## src/rtl/simt_mask_pkg.sv

```systemverilog
package simt_mask_pkg;
    typedef enum logic [1:0] {
        CMD_IDLE = 2'd0,
        CMD_PUSH = 2'd1,
        CMD_COMP = 2'd2,
        CMD_POP  = 2'd3
    } cmd_e;
endpackage

```

## src/rtl/simt_cmd_prio.sv

```systemverilog
module simt_cmd_prio
    import simt_mask_pkg::*;
(
    input  logic push_i,
    input  logic comp_i,
    input  logic pop_i,
    output cmd_e cmd_o
);
    // push outranks complement, complement outranks pop
    always_comb begin
        if (push_i)      cmd_o = CMD_PUSH;
        else if (comp_i) cmd_o = CMD_COMP;
        else if (pop_i)  cmd_o = CMD_POP;
        else             cmd_o = CMD_IDLE;
    end
endmodule

```

## src/rtl/simt_mask_store.sv

```systemverilog
module simt_mask_store #(
    parameter int LANES = 32,
    parameter int DEPTH = 8,
    localparam int IW = (DEPTH > 1) ? $clog2(DEPTH) : 1
) (
    input  logic             clk,
    input  logic             rst_n,
    input  logic             wr_en,
    input  logic [IW-1:0]    wr_idx,
    input  logic [LANES-1:0] wr_mask,
    input  logic [LANES-1:0] wr_pred,
    input  logic [IW-1:0]    rd_idx,
    output logic [LANES-1:0] rd_mask,
    output logic [LANES-1:0] rd_pred
);
    logic [LANES-1:0] mask_q [DEPTH];
    logic [LANES-1:0] pred_q [DEPTH];
    logic [DEPTH-1:0] slot_we;

    for (genvar g = 0; g < DEPTH; g++) begin : g_slot
        assign slot_we[g] = wr_en && (wr_idx == IW'(g));
    end

    always_ff @(posedge clk or negedge rst_n) begin
        if (!rst_n) begin
            for (int i = 0; i < DEPTH; i++) begin
                mask_q[i] <= '0;
                pred_q[i] <= '0;
            end
        end else begin
            for (int i = 0; i < DEPTH; i++) begin
                if (slot_we[i]) begin
                    mask_q[i] <= wr_mask;
                    pred_q[i] <= wr_pred;
                end
            end
        end
    end

    assign rd_mask = mask_q[rd_idx];
    assign rd_pred = pred_q[rd_idx];
endmodule

```

## src/rtl/simt_mask_stack.sv

```systemverilog
module simt_mask_stack
    import simt_mask_pkg::*;
#(
    parameter int LANES = 32,
    parameter int DEPTH = 8,
    localparam int DW = $clog2(DEPTH + 1),
    localparam int IW = (DEPTH > 1) ? $clog2(DEPTH) : 1
) (
    input  logic             clk,
    input  logic             rst_n,
    input  logic             push_i,
    input  logic             comp_i,
    input  logic             pop_i,
    input  logic [LANES-1:0] pred_i,
    output logic [LANES-1:0] mask_o,
    output logic [DW-1:0]    depth_o,
    output logic             overflow_o,
    output logic             underflow_o,
    output logic             path_empty_o
);
    localparam logic [DW-1:0] FULL = DW'(DEPTH);

    typedef struct packed {
        logic [LANES-1:0] mask;
        logic [DW-1:0]    depth;
        logic             ovf;
        logic             udf;
        logic             pe;
    } state_t;

    localparam state_t RST = '{mask: '1, depth: '0, ovf: 1'b0, udf: 1'b0, pe: 1'b0};

    state_t           st_d, st_q;
    cmd_e             cmd;
    logic             wr_en;
    logic [IW-1:0]    wr_idx, rd_idx;
    logic [LANES-1:0] top_mask, top_pred;
    logic [LANES-1:0] narrowed, other_side;
    logic [DW-1:0]    below;

    simt_cmd_prio u_prio (
        .push_i (push_i),
        .comp_i (comp_i),
        .pop_i  (pop_i),
        .cmd_o  (cmd)
    );

    simt_mask_store #(.LANES(LANES), .DEPTH(DEPTH)) u_store (
        .clk     (clk),
        .rst_n   (rst_n),
        .wr_en   (wr_en),
        .wr_idx  (wr_idx),
        .wr_mask (st_q.mask),
        .wr_pred (pred_i),
        .rd_idx  (rd_idx),
        .rd_mask (top_mask),
        .rd_pred (top_pred)
    );

    always_comb begin
        st_d       = st_q;
        wr_en      = 1'b0;
        below      = st_q.depth - DW'(1);
        wr_idx     = st_q.depth[IW-1:0];
        rd_idx     = below[IW-1:0];
        narrowed   = st_q.mask & pred_i;
        other_side = top_mask & ~top_pred;
        unique case (cmd)
            CMD_PUSH: begin
                if (st_q.depth == FULL) begin
                    st_d.ovf = 1'b1;
                end else begin
                    wr_en      = 1'b1;
                    st_d.mask  = narrowed;
                    st_d.depth = st_q.depth + DW'(1);
                    st_d.pe    = (narrowed == '0);
                end
            end
            CMD_COMP: begin
                if (st_q.depth == '0) begin
                    st_d.udf = 1'b1;
                end else begin
                    st_d.mask = other_side;
                    st_d.pe   = (other_side == '0);
                end
            end
            CMD_POP: begin
                if (st_q.depth == '0) begin
                    st_d.udf = 1'b1;
                end else begin
                    st_d.mask  = top_mask;
                    st_d.depth = below;
                    st_d.pe    = 1'b0;
                end
            end
            default: ;
        endcase
    end

    always_ff @(posedge clk or negedge rst_n) begin
        if (!rst_n) st_q <= RST;
        else        st_q <= st_d;
    end

    assign mask_o       = st_q.mask;
    assign depth_o      = st_q.depth;
    assign overflow_o   = st_q.ovf;
    assign underflow_o  = st_q.udf;
    assign path_empty_o = st_q.pe;

    AST_PUSH_DEPTH: assert property (@(posedge clk) disable iff (!rst_n)
        (cmd == CMD_PUSH && depth_o != FULL) |=> depth_o == $past(depth_o) + DW'(1));
    AST_PUSH_NARROW: assert property (@(posedge clk) disable iff (!rst_n)
        (cmd == CMD_PUSH && depth_o != FULL) |=> (mask_o & ~$past(mask_o)) == '0);
    AST_POP_RESTORE: assert property (@(posedge clk) disable iff (!rst_n)
        (cmd == CMD_POP && depth_o != '0) |=> mask_o == $past(top_mask));
    AST_DEPTH_RANGE: assert property (@(posedge clk) disable iff (!rst_n)
        depth_o <= FULL);
    AST_FULL_HOLD: assert property (@(posedge clk) disable iff (!rst_n)
        (cmd == CMD_PUSH && depth_o == FULL) |=> overflow_o && $stable(mask_o) && $stable(depth_o));
    AST_OVF_STICKY: assert property (@(posedge clk) disable iff (!rst_n)
        overflow_o |=> overflow_o);
    AST_EMPTY_HOLD: assert property (@(posedge clk) disable iff (!rst_n)
        ((cmd == CMD_POP || cmd == CMD_COMP) && depth_o == '0) |=> underflow_o && $stable(mask_o));
    AST_UDF_STICKY: assert property (@(posedge clk) disable iff (!rst_n)
        underflow_o |=> underflow_o);
endmodule

```

## config.mk

```make
export PLATFORM = sky130hd
export DESIGN_NAME = simt_mask_stack
export DESIGN_NICKNAME = d
export VERILOG_FILES = /design/src/rtl/simt_mask_pkg.sv /design/src/rtl/simt_cmd_prio.sv /design/src/rtl/simt_mask_store.sv /design/src/rtl/simt_mask_stack.sv
export SDC_FILE = /design/constraint.sdc
export NUM_CORES = 1
export LEC_CHECK = 0
export BUFFER_PORTS_ARGS = -buffer_cell sky130_fd_sc_hd__buf_2
export CAP_MARGIN = 20
export CORE_MARGIN = 4
export CORE_UTILIZATION = 55
export DETAILED_ROUTE_END_ITERATION = 10
export GPL_TIMING_DRIVEN = 0
export PLACE_DENSITY = 0.78
export SLEW_MARGIN = 20
export SYNTH_ARGS = -nofsm -noshare
export SYNTH_HDL_FRONTEND = slang
export SYNTH_SLANG_ARGS = --single-unit
```

## constraint.sdc

```tcl
create_clock -name clk -period 6.7 [get_ports clk]
set_input_delay 1.34 -clock clk [delete_from_list [all_inputs] [get_ports clk]]
set_output_delay 1.34 -clock clk [all_outputs]
set_load 0.02 [all_outputs]
```

Yosys cells after proc, flatten, opt, wreduce, memory -nomap -nowiden
Index checks and enable logic that the tools add are counted.
{"block": "totals", "regBits": 551, "input_bits": 37, "word_cells": 81}
{"block": "op_classes", "addsub": 2, "n_lt_le_gt_ge": 1, "eq_ne": 14, "n_mux": 20, "n_bitwise": 4, "n_reduce_logical": 19}
{"cell": "$bmux 32 s3", "n": 2}
{"cell": "$mux 32", "n": 5}
{"cell": "$pmux 32 s3", "n": 1}
{"cell": "$mux 36", "n": 2}
{"cell": "$and 32x32->32", "n": 2}
{"cell": "$logic_not 32->1", "n": 2}
{"cell": "$not 32->32", "n": 1}
{"cell": "$eq 3x3->1 const B", "n": 4}
{"cell": "$logic_and 1x1->1", "n": 8}
{"cell": "$pmux 4 s2", "n": 1}
{"cell": "$eq 3x2->1 const B", "n": 2}
{"cell": "$mux 2", "n": 3}
{"cell": "$ne 2x2->1 const B", "n": 3}
{"cell": "$mux 1", "n": 5}
{"cell": "$add 4x1->4 const B", "n": 1}
{"cell": "$eq 2x2->1 const B", "n": 2}
{"cell": "$eq 4x4->1 const B", "n": 1}
{"cell": "$ge 4x4->1 const B", "n": 1}
{"cell": "$logic_not 4->1", "n": 1}
{"cell": "$not 3->4", "n": 1}
{"cell": "$reduce_and 2->1", "n": 2}
{"cell": "$reduce_and 4->1", "n": 1}
{"cell": "$sub 4x1->4 const B", "n": 1}
{"cell": "$eq 3x1->1 const B", "n": 1}
{"cell": "7 further kinds", "n": 7}

Depth between registers and ports, before layout
{"block": "logic_depth", "depth_word": 10, "mapped_depth": 16, "mapped_depth_nobuf": 9}

Cells and area by module
Synthesis repeated with hierarchy kept, for this count alone.
{"block": "hier_totals", "hier_cells": 1616, "area_unflattened_um2": 25296.8}
{"module": "simt_mask_store", "instances": 1, "cells_each": 1314, "area_per_inst_um2": 22779.3}
{"module": "simt_mask_stack", "instances": 1, "cells_each": 298, "area_per_inst_um2": 2498.6}
{"module": "simt_cmd_prio", "instances": 1, "cells_each": 4, "area_per_inst_um2": 18.8}

Least setup slack after synthesis
No wires, ideal clock.
{"block": "synth_timing", "path_type": "register to register", "start": "reg st_q, in the netlist depth_o[0]", "end": "reg st_q, in the netlist path_empty_o", "setup_time_ps": 95, "arrival_ps": 3821, "required_ps": 6605, "path_slack_ps": 2784, "stages_incl_launch_ff": 14, "path_buffers": 5, "period_less_slack_ps": 3916, "path_cell_list": "dfrtp_1 clkbuf_1 buf_2 inv_1 clkbuf_1 buf_2 ha_1 xor2_4 buf_12 mux4_2 o21a_1 a2111oi_0 nand4_1 o31ai_1"}
{"block": "synth_via", "elab_chain_len": 10, "word_cells_on_any_way": 19, "cone_classes": "add/sub: 1; eq/ne: 4; mux: 8; bitwise: 3; reduce/logical: 3"}
{"element": "from (decl)", "line_no": "simt_mask_stack.sv:33", "text": "state_t st_d, st_q;"}
{"element": "from (signal assigned)", "line_no": "simt_mask_stack.sv:102", "text": "else st_q <= st_d;"}
{"element": "$sub 4x1->4", "line_no": "simt_mask_stack.sv:63", "text": "below = st_q.depth - DW'(1);"}
{"element": "$not 3->4 (implied by the code)", "line_no": "simt_mask_store.sv:40, simt_mask_store.sv:41"}
{"element": "$bmux 32 s3", "line_no": "simt_mask_store.sv:41", "text": "assign rd_pred = pred_q[rd_idx];"}
{"element": "$mux 32 (implied by the code) (2 in a row)", "line_no": "simt_mask_store.sv:41"}
{"element": "$not 32->32", "line_no": "simt_mask_stack.sv:67", "text": "other_side = top_mask & ~top_pred;"}
{"element": "$and 32x32->32", "line_no": "simt_mask_stack.sv:67"}
{"element": "$logic_not 32->1", "line_no": "simt_mask_stack.sv:84", "text": "st_d.pe = (other_side == '0);"}
{"element": "$mux 1", "line_no": "simt_mask_stack.sv:80", "text": "if (st_q.depth == '0) begin"}
{"element": "$pmux 1 s3", "line_no": "simt_mask_stack.sv:68", "text": "unique case (cmd)"}
Several ways; a longest one is shown, not always the timed one. The select of a mux whose other input is x is not followed.
A chain may end at the register's enable or synchronous reset.

Worst setup path after layout
Same ends and word-level chain as after synthesis.

==> impl_metrics.toml <==
[synthesis]
netlist_area_um2 = 25300
async_reset_ff_frac = 1.00
synth_cell_types = 58
synth_edf_count = 0
yosys_warnings = 0
ys.flop_type = "dfrtp_1"
syn_avg_cell_area_um2 = 12.6
synth-seq-cells = 551
syn_nets = 2061
synth-seq-area-share = 0.546
synthCells = 2017

[floorplanning]
rows = 78
pin_count = 76
core_um2 = 45500
fp.dieW_um = 223
start_util = 0.557
dieArea_um2 = 49500
fp.dieH_um = 223

[grt]
grt_max_degree = 107
gr-total-overflow = 0
grt_pass1_vias = 18829
grt_pass1_wl_um = 126000
antenna_found_initial = 5
grtUsageTotal = 0.344

[sta]
relSlewSlack = 0.193
timing.fmax_ghz = 0.156
finalCritPeriodShare = 0.955
skew_ns = 0.0227
worst_pin_slew_ns = 1.21
setup_ws_ns = 0.305
slew_viol_final = 0
min_period_ns = 6.40
setup_viol = 0
rsz0062_at_grt = "false"
hold_violations = 0

[routing]
viasPerCell = 6.78
ant_nets = 0
wl_met3_um = 10500
dr.pass1.iters = 9
top_layer_used = "met5"
wirelength_um = 86200
wl_per_cell_um = 31.1
wl_met1_um = 31400
vias = 18807
met2_length_um = 38000
post-route-drc-count = 0
drt_iter0_markers = 2859

[cells_and_area]
postLayoutCoreUtil = 0.622
finalInstanceArea_um2 = 28300
area_growth_pct = 11.7
num-nets-final = 2168
drive_gt1_frac = 0.290
final_common_cell = "dfrtp_1"
final_cell_mix = "519 x dfrtp_1, 360 x mux2_2, 268 x nand2_1"

[clock_network]
cts_sinks = 551
clockBufferDepth = 3
cts_tree = "done"
root_buffer = "clkbuf_16"
htree_levels = 2
cts_made_buffers = 55
clock_latency_ns = 0.62
ctsHoldBuffers = 0
cts.clk_slew.worst_paths_ns = 0.06

[pwr]
p_per_area_nw_per_um2 = 612
ir_drop_uv = 309
p_leak_nw = 12.5

[placed_design]
portBuffers = 42
place_area_um2 = 26500
place_congestion = 1.01
hpwlAfterDp_um = 58500
place_ws_ns = 0.225

[critical_path]
path_class = "flop to flop"
endpoint_kind = "flop"
critPathLaunchType = "flop"
cp_data_required_time_ns = 7.21
arrival_ns = 6.91
worstPathMaxFanout = 12

[status]
status = "finished clean"

[hold_path]
min_path_type = "flop to flop"

[run]
max_cap_violations = 0
-- layer usage --
layer	up-vias	GRT usage
li1	7518	-
met1	9590	0.455
met2	1326	0.516
met3	367	0.0924
met4	6	0.202
met5	-	0
-- metrics by stage --
stage	cells	TNS [ns]	hold slack (ns)	power, mW
floorplan	2017	0	0.442	10.8
CTS	2768	0	0.480	17.0
global placement	2659	-3417.86	0.456	13.6
finish	2772	0	0.482	17.3
global route	2768	0	0.495	17.9
detailed placement	2667	0	0.467	13.9
-- synthesized netlist by cell type (4+ instances only) --
| master | instances | area share |
|---|---|---|
| a31oi_1 | 4 | 0.00099 |
| a22o_1 | 13 | 0.0045 |
| dfrtp_1 | 519 | 0.51 |
| buf_2 | 14 | 0.0028 |
| o211ai_1 | 13 | 0.0039 |
| buf_6 | 5 | 0.0022 |
| inv_1 | 31 | 0.0046 |
| dfstp_2 | 32 | 0.033 |
| a21oi_1 | 35 | 0.0069 |
| nand2b_1 | 9 | 0.0022 |
| a21o_1 | 11 | 0.0033 |
| ha_1 | 7 | 0.0035 |
| nand2_1 | 268 | 0.040 |
| o211a_1 | 4 | 0.0016 |
| nor3b_1 | 4 | 0.0012 |
| nand3_1 | 22 | 0.0043 |
| a32o_1 | 18 | 0.0071 |
| nor3_1 | 9 | 0.0018 |
| a32oi_1 | 24 | 0.0083 |
| nor2b_1 | 5 | 0.0012 |
| o32ai_1 | 13 | 0.0045 |
| mux2_2 | 360 | 0.16 |
| buf_1 | 47 | 0.0070 |
| xnor2_1 | 4 | 0.0014 |
| o21ai_0 | 178 | 0.035 |
| nor2_1 | 17 | 0.0025 |
| mux4_1 | 7 | 0.0073 |
| a211oi_1 | 9 | 0.0027 |
| a221oi_1 | 11 | 0.0038 |
| mux2i_1 | 94 | 0.037 |
| clkbuf_1 | 108 | 0.016 |
| nand4_1 | 4 | 0.00099 |
| mux4_2 | 61 | 0.054 |
| a22oi_1 | 9 | 0.0027 |
| o21a_1 | 5 | 0.0015 |
-- flip-flops by register name (all words and copies together), names as in the netlist --
register	count
mask_o	32
u_store.mask_q	256
overflow_o	1
u_store.pred_q	256
depth_o	4
underflow_o	1
path_empty_o	1
-- kinds of logic (layout without fill, tap and decap cells) --
| family | Yosys count | count (layout) | synth area share |
|---|---|---|---|
| flip-flops | 551 | 551 | 0.546 |
| other | 0 | 4 | 0 |
| buffers and inverters | 213 | 364 | 0.0370 |
| XOR/XNOR | 6 | 6 | 0.00282 |
| AND/OR/NAND/NOR | 351 | 351 | 0.0575 |
| adder cells (fa/ha/maj) | 7 | 7 | 0.00346 |
| AO/OA/AOI/OAI | 367 | 367 | 0.0942 |
| multiplexers | 522 | 522 | 0.259 |
-- final timing paths --
check / startpoint / end / slack [ns] / cells past startpoint
worst max register to register: depth_o[0] / path_empty_o / 0.30 / 15
min in group asynchronous: rst_n / u_store.pred_q[6] / 0.65 / 1
worst min-delay path: u_store.mask_q[153] / u_store.mask_q[153] / 0.48 / 2
worst min register to register: u_store.mask_q[153] / u_store.mask_q[153] / 0.48 / 2
worst max-delay path: depth_o[0] / path_empty_o / 0.30 / 15
max in group asynchronous: rst_n / mask_o[5] / 4.78 / 3
-- critical path, cell delays in order, from the launching register on --
cell       delay, ns
dfrtp_1         0.44
clkbuf_1        0.27
buf_2           0.55
inv_1           0.15
clkbuf_2        0.42
buf_2           0.43
ha_1            0.37
clkbuf_1        0.29
buf_2           0.46
nor2_1          0.30
clkbuf_1        0.45
a32oi_1         0.59
a211oi_1        0.22
a2111oi_0       0.60
nand4_1         0.38
o31ai_1         0.34
-- report_power, final --
group          internal, mW  switching (mW)  leakage (nW)
sequential             4.89           0.906          6.96
clock                  1.75            1.33         0.881
combinational          3.33            5.11          4.65
-- layout make-up --
cell class | count | area (um^2)
Antenna cell | 4 | 10.0
Inverter | 31 | 116
Buffer | 182 | 832
Multi-Input combinational cell | 1253 | 10600
Sequential cell | 551 | 13800
Timing Repair Buffer | 50 | 404
Tap cell | 600 | 751
Clock buffer | 93 | 1740
Clock inverter | 8 | 42.5
Fill cell | 3560 | 17200
-- what timing repair did --
| item | CTS | global route |
|---|---|---|
| gates resized for setup | 0 | 15 |
| buffers inserted | 0 | 0 |
| setup endpoints to repair | 0 | 1 |
Note: power is estimated with default switching activity, not from simulation.
